[config.mk]
export PLATFORM = sky130hd
export DESIGN_NAME = gain_trunc_top
export DESIGN_NICKNAME = d
export VERILOG_FILES = /design/src/rtl/gain_trunc_pkg.sv /design/src/rtl/gain_mask_reg.sv /design/src/rtl/sample_slicer.sv /design/src/rtl/trunc_out_stage.sv /design/src/rtl/gain_trunc_top.sv
export SDC_FILE = /design/constraint.sdc
export NUM_CORES = 1
export LEC_CHECK = 0
export CORE_MARGIN = 1
export CORE_UTILIZATION = 41
export CTS_BUF_LIST = sky130_fd_sc_hd__clkbuf_16
export DETAILED_ROUTE_END_ITERATION = 16
export GPL_TIMING_DRIVEN = 0
export PLACE_DENSITY = 0.79
export SLEW_MARGIN = 20
export SYNTH_ARGS = -nofsm -noshare
export SYNTH_HDL_FRONTEND = slang
export SYNTH_SLANG_ARGS = --single-unit
[constraint.sdc]
create_clock -name clk -period 2 [get_ports clk]
set_clock_uncertainty 0.05 [all_clocks]
set_input_delay 0.6 -clock clk [delete_from_list [all_inputs] [get_ports clk]]
set_output_delay 0.6 -clock clk [all_outputs]
set_load 0.02 [all_outputs]
[src/rtl/gain_trunc_pkg.sv]
package gain_trunc_pkg;
  localparam int SAMPLE_W = 10;
  localparam int ZS_W     = 8;

  // Normal gain: keep the upper ZS_W bits of the sample.
  function automatic logic [ZS_W-1:0] slice_normal(input logic [SAMPLE_W-1:0] s);
    return s[SAMPLE_W-1 -: ZS_W];
  endfunction

  // Half gain: keep the middle bits; a set top bit clips to full scale.
  function automatic logic [ZS_W-1:0] slice_half(input logic [SAMPLE_W-1:0] s);
    logic [ZS_W-1:0] r;
    if (s[SAMPLE_W-1]) r = '1;
    else               r = s[SAMPLE_W-2 -: ZS_W];
    return r;
  endfunction

  typedef struct packed {
    logic                valid;
    logic                raw;
    logic [SAMPLE_W-1:0] data;
  } trunc_word_t;
endpackage

[src/rtl/gain_mask_reg.sv]
module gain_mask_reg #(
  parameter int NUM_CH = 8
) (
  input  logic              clk,
  input  logic              rst_n,
  input  logic              we,
  input  logic [NUM_CH-1:0] wdata,
  output logic [NUM_CH-1:0] mask
);
  always_ff @(posedge clk or negedge rst_n) begin
    if (!rst_n)  mask <= '0;
    else if (we) mask <= wdata;
  end

  AST_MASK_LOAD: assert property (@(posedge clk) disable iff (!rst_n)
    we |=> mask == $past(wdata));
  AST_MASK_HOLD: assert property (@(posedge clk) disable iff (!rst_n)
    !we |=> $stable(mask));
endmodule

[src/rtl/sample_slicer.sv]
module sample_slicer
  import gain_trunc_pkg::*;
#(
  parameter int NUM_CH = 8,
  localparam int CH_W = (NUM_CH > 1) ? $clog2(NUM_CH) : 1
) (
  input  logic [SAMPLE_W-1:0] sample,
  input  logic [CH_W-1:0]     chan,
  input  logic                zs,
  input  logic [NUM_CH-1:0]   mask,
  output logic                half_sel,
  output logic                clip_hit,
  output logic [SAMPLE_W-1:0] result
);
  assign half_sel = zs & mask[chan];
  assign clip_hit = half_sel & sample[SAMPLE_W-1];

  always_comb begin
    if (!zs)           result = sample;
    else if (half_sel) result = {{(SAMPLE_W-ZS_W){1'b0}}, slice_half(sample)};
    else               result = {{(SAMPLE_W-ZS_W){1'b0}}, slice_normal(sample)};
  end
endmodule

[src/rtl/trunc_out_stage.sv]
module trunc_out_stage
  import gain_trunc_pkg::*;
(
  input  logic        clk,
  input  logic        rst_n,
  input  trunc_word_t d,
  output trunc_word_t q
);
  always_ff @(posedge clk or negedge rst_n) begin
    if (!rst_n) begin
      q <= '0;
    end else begin
      q.valid <= d.valid;
      if (d.valid) begin
        q.raw  <= d.raw;
        q.data <= d.data;
      end
    end
  end

  AST_VALID_DELAY: assert property (@(posedge clk) disable iff (!rst_n)
    q.valid == $past(d.valid));
  AST_IDLE_HOLD: assert property (@(posedge clk) disable iff (!rst_n)
    !d.valid |=> ($stable(q.data) && $stable(q.raw)));
endmodule

[src/rtl/gain_trunc_top.sv]
module gain_trunc_top
  import gain_trunc_pkg::*;
#(
  parameter int NUM_CH = 8,
  localparam int CH_W = (NUM_CH > 1) ? $clog2(NUM_CH) : 1
) (
  input  logic                clk,
  input  logic                rst_n,
  input  logic                in_valid,
  input  logic [SAMPLE_W-1:0] in_sample,
  input  logic [CH_W-1:0]     in_chan,
  input  logic                zs_mode,
  input  logic                gain_mask_we,
  input  logic [NUM_CH-1:0]   gain_mask_wdata,
  output logic [NUM_CH-1:0]   gain_mask_rd,
  output logic                out_valid,
  output logic [SAMPLE_W-1:0] out_data,
  output logic                out_raw
);
  logic [NUM_CH-1:0]   mask_q;
  logic                half_sel;
  logic                clip_hit;
  logic [SAMPLE_W-1:0] sliced;
  trunc_word_t         stage_d, stage_q;

  gain_mask_reg #(.NUM_CH(NUM_CH)) u_mask (
    .clk(clk), .rst_n(rst_n), .we(gain_mask_we),
    .wdata(gain_mask_wdata), .mask(mask_q)
  );

  sample_slicer #(.NUM_CH(NUM_CH)) u_slice (
    .sample(in_sample), .chan(in_chan), .zs(zs_mode), .mask(mask_q),
    .half_sel(half_sel), .clip_hit(clip_hit), .result(sliced)
  );

  assign stage_d.valid = in_valid;
  assign stage_d.raw   = ~zs_mode;
  assign stage_d.data  = sliced;

  trunc_out_stage u_out (.clk(clk), .rst_n(rst_n), .d(stage_d), .q(stage_q));

  assign gain_mask_rd = mask_q;
  assign out_valid    = stage_q.valid;
  assign out_raw      = stage_q.raw;
  assign out_data     = stage_q.data;

  AST_ZS_TOP_ZERO: assert property (@(posedge clk) disable iff (!rst_n)
    (out_valid && !out_raw) |-> out_data[SAMPLE_W-1:ZS_W] == '0);
  AST_CLIP_FULL: assert property (@(posedge clk) disable iff (!rst_n)
    (in_valid && clip_hit) |=> out_data == {{(SAMPLE_W-ZS_W){1'b0}}, {ZS_W{1'b1}}});
  AST_RAW_PASS: assert property (@(posedge clk) disable iff (!rst_n)
    (in_valid && !zs_mode) |=> (out_raw && out_data == $past(in_sample)));
  AST_HALF_ONLY_ZS: assert property (@(posedge clk) disable iff (!rst_n)
    !zs_mode |-> !half_sel);
endmodule

* Word-level counts from Yosys, hierarchy flattened
Cells that the tools add are included.
** Operators by class
- Magnitude comparators :: 1
- Multiplexer cells :: 5
- Bitwise operators :: 2
** Operators by type and width (number)
- 2-to-1 mux 8 bit :: 2
- 2-to-1 mux 10 bit :: 1
- < comparator 3 x 4 -> 1 bit (second input constant) :: 1
- binary-select mux 1 bit (select 3 bit) :: 1
- AND 1 bit :: 1
- 2-to-1 mux 1 bit :: 1
- inverter 1 bit :: 1
** Word-level totals
- Register bits :: 20
- Input bits :: 26
- Output and inout bits :: 20
- Logic and storage cells :: 12

* Depth between registers and ports, before layout
- Depth after elaboration :: 5
- Mapped depth :: 5
- Mapped depth without buffers :: 4

* Cells and area by module
From an unflattened synthesis, not the netlist that was laid out.
** Unflattened totals
- Cells, all modules :: 84
- Area total of the unflattened synthesis :: 1128.6 um^2
** Modules (own cells, without submodules)
- trunc_out_stage :: times used 1, cells each 24, area an instance 473.0 um^2, seq. area each 300.3 um^2
- gain_mask_reg :: times used 1, cells each 17, area an instance 331.6 um^2, seq. area each 200.2 um^2
- sample_slicer :: times used 1, cells each 42, area an instance 320.3 um^2, seq. area each 0.0 um^2
- gain_trunc_top :: times used 1, cells each 1, area an instance 3.8 um^2, seq. area each 0.0 um^2

* Worst setup path after synthesis
Ideal clock, no wire load.
- Path kind :: in2reg
- Start point :: input in_chan[0]
- End point :: register u_out.q[7] in the netlist's numbering
- Setup time :: 124 ps
- Arrival :: 1793 ps
- Required time :: 1826 ps
- Slack :: 33 ps
- Stages on the path :: 5
- Buffers on the path :: 1
- Cell sequence :: mux4_1 -> mux2i_4 -> buf_6 -> nor2_2 -> o31a_1
** Between the ends
- Word-level cells in the longest chain between the ends :: 5
** RTL lines
- from (decl) :: line gain_trunc_top.sv:11 : input logic [CH_W-1:0] in_chan,
- binary-select mux 1 bit (select 3 bit) :: line sample_slicer.sv:15 : assign half_sel = zs & mask[chan];
- 2-to-1 mux 1 bit (implied by the code) :: line sample_slicer.sv:15
- AND 1 bit :: line sample_slicer.sv:15
- 2-to-1 mux 8 bit :: line sample_slicer.sv:20 : else if (half_sel) result = {{(SAMPLE_W-ZS_W){1'b0}}, slice_half(sample)};
- 2-to-1 mux 10 bit :: line sample_slicer.sv:19 : if (!zs) result = sample;
- to (decl) :: line trunc_out_stage.sv:7 : output trunc_word_t q
No other way between the ends. The select of a mux whose other input is x is not followed.
A chain may end at the register's enable or synchronous reset.

* Worst setup path in the final report
Same ends and word-level chain as after synthesis.

==> out/metrics.yaml <==
finish:
  nets: 170
  antennaDiodeCount: 0
  drive_gt1_share_pct: 11.9
  finish.utilization_pct: 69.3
  fin_cells: 171
  final_area_sq_mm: 0.00159
  area_growth_pct: 53.2
die:
  fp.coreArea_sq_mm: 0.00230
  die-height_microns: 52.4
  start_util_pct: 45.3
  dieWidth_microns: 52.4
  row_count: 17
  die_area_sq_mm: 0.00274
  io_pins: 46
timing:
  setup_slack_ns: 0.0472
  slew_headroom_pct: 41.6
  hold_violations: 0
  setup_viol: 0
  maxSlewViolCount: 0
  fin_hold_ws_ns: 0.464
  final.period_utilization_pct: 97.6
  finalCriticalPeriod_ns: 1.95
  worstMarginPinSlew_ns: 0.873
  fmax_ghz: 0.512
worst_setup_path:
  rr_endpoint: "u_out.q[7]"
  cpMaxStageDelayCell: "mux4_2"
  arrival_ns: 2.04
  crit_type: "primary input to flop"
  path_buf_inv: 2
  endpoint_kind: "flop"
  rrSetupSlack_ns: 0.29
  r2r-start: "u_mask.mask[5]"
  path_delay_family: "multiplexers"
  cp-start-kind: "primary input"
  crit_chain: "dlygate4sd2_1 -> mux4_2 -> mux2i_4 -> buf_6 -> nor2_2 -> o31a_1"
  cp_slowest_stage_delay_ns: 0.54
  worstPathMaxFanout: 5
  ff2ff_path_depth: 5
  cp.required_ns: 2.09
clock_tree:
  clock_sinks: 20
  clk_pin_slew_ns: 0.05
  insertion_delay_ns: 0.25
  clockBufferDepth: 2
  cts_tree: "yes"
  cts_max_level: 1
  root_buffer: "clkbuf_16"
  ctsHoldBuffers: 0
  numCtsBuffers: 3
outcome:
  status: "complete, no violations"
routing:
  drc: 0
  viasPerCell: 5.35
  drtIter0Drc: 27
  ant_nets: 0
  dr.pass1.iters: 4
  wl_microns: 2510
  num_vias: 914
  routedWlPerCell_microns: 14.7
power:
  power.density_mw_per_mm2: 779
  p_leak_nw: 0.654
  ir_worst_vdd_v: 0.000484
flow_run:
  maxCapViolCount: 0
yosys:
  ys_warn_count: 0
  synthArstFlopShare_pct: 100
  synth_ff_type: "dfrtp_1"
  synth_seq_cells: 20
  synth_cell_types: 21
  synthCells: 94
  postSynthAreaPerCell_sq_um: 11.1
  yosysSeqAreaShare_pct: 48.1
  synth_edf_count: 0
  synth_nets: 120
  netlist_area_sq_mm: 0.00104
min_path:
  hold_class: "flop to flop"
  holdPathStages: 1
  hp-start: "u_mask.mask[4]"
  min_to: "u_mask.mask[4]"
placed_design:
  dpl-instance-area_sq_mm: 0.00151
  place_ws_ns: -0.586
  dp_hpwl_microns: 1730
  port_buffers: 43
  numPlacedInstances: 165
  gp_congestion: 0.760
global_routing:
  antenna_found_initial: 0
  grt_max_degree: 21
  grt_pass1_wl_microns: 4130
  grt_usage_pct: 21.0
  overflow: 0
  grt_pass1_vias: 968
[cell usage in the layout (no fill, tap or decap)]
cell	instances
clkbuf_1	5
dlymetal6s2s_1	1
buf_4	2
o21ai_0	14
clkdlybuf4s50_1	41
and2_1	6
mux2i_1	1
o21ai_1	2
nor3_1	7
mux2i_4	1
a21oi_1	1
o31ai_2	7
nand2_1	1
dfrtp_1	20
o31a_1	1
nor2_2	1
buf_6	1
clkbuf_16	3
inv_1	10
mux4_2	2
nor2b_1	1
mux2_1	8
nand3b_1	2
clkinv_1	2
nor2_1	2
dlygate4sd2_1	1
[cell usage after synthesis, drive strengths merged (2+ instances only)]
cell type	number	area, sq um
inv	10	37.5
nor2	3	13.8
clkbuf	5	18.8
nand3b	2	15.0
dfrtp	20	500
o31ai	7	87.6
mux2i	2	32.5
mux4	2	52.6
and2	6	37.5
o21ai	16	80.1
nor3	7	35.0
mux2	8	90.1
[power breakdown]
group	switching [mW]	total, mW	leakage (nW)	internal [mW]
clock	0.147	0.413	0.0385	0.266
combinational	0.168	0.354	0.383	0.186
sequential	0.0266	0.474	0.233	0.447
total	0.342	1.24	0.654	0.899
[how the worst max path moves through the flow]
stage	to	slack (ns)	cells after the start	from
3_3_place_gp	u_out.q[7]	-0.59	6	in_chan[0]
3_5_place_dp	u_out.q[7]	-0.59	6	in_chan[0]
5_1_grt	u_out.q[7]	-0.004	6	in_chan[0]
6_report	u_out.q[7]	0.05	6	in_chan[0]
2_1_floorplan	u_out.q[7]	0.03	5	in_chan[0]
4_1_cts	u_out.q[7]	0.04	6	in_chan[2]
[kinds of logic after synthesis]
| logic type | share of synthesized area, % |
|---|---|
| AOI/OAI and AO/OA | 17.4 |
| DFF | 48.1 |
| muxes | 16.8 |
| and+or+nand+nor | 10.7 |
| buffers and inverters | 6.86 |
[layout make-up]
cell class                      count  area, sq um
Inverter                           11         41.3
Sequential cell                    20          500
Buffer                              6         30.0
Fill cell                         180          704
Clock inverter                      1         3.75
Multi-Input combinational cell     57          460
Tap cell                           28         35.0
Clock buffer                        3         75.1
Timing Repair Buffer               45          447
[registers in the layout, indices dropped and copies added, names as in the netlist]
register and count:
u_mask.mask 8, u_out.q 12
[metal layers]
| metal | global-route usage, % | wire (microns) | up-vias |
|---|---|---|---|
| li1 | - | - | 422 |
| met1 | 23.9 | 964 | 430 |
| met2 | 36.3 | 1240 | 57 |
| met3 | 5.22 | 273 | 5 |
| met4 | 10.1 | 31 | 0 |
| met5 | 0 | 0 | - |
[through the flow]
stage | TNS (ns) | power [mW]
final | 0 | 1.24
after global routing | -0.00437 | 1.30
after CTS | 0 | 1.25
after detailed placement | -4.22 | 0.819
after global placement | -4.14 | 0.813
after floorplan | 0 | 0.651
[repair_timing]
action                     4_1_cts  5_1_grt
buffers inserted                 1        0
cloned                           1        0
setup endpoints to repair        8        3
gates resized for setup          3        2
No activity file was read; power rests on OpenSTA's default activity.
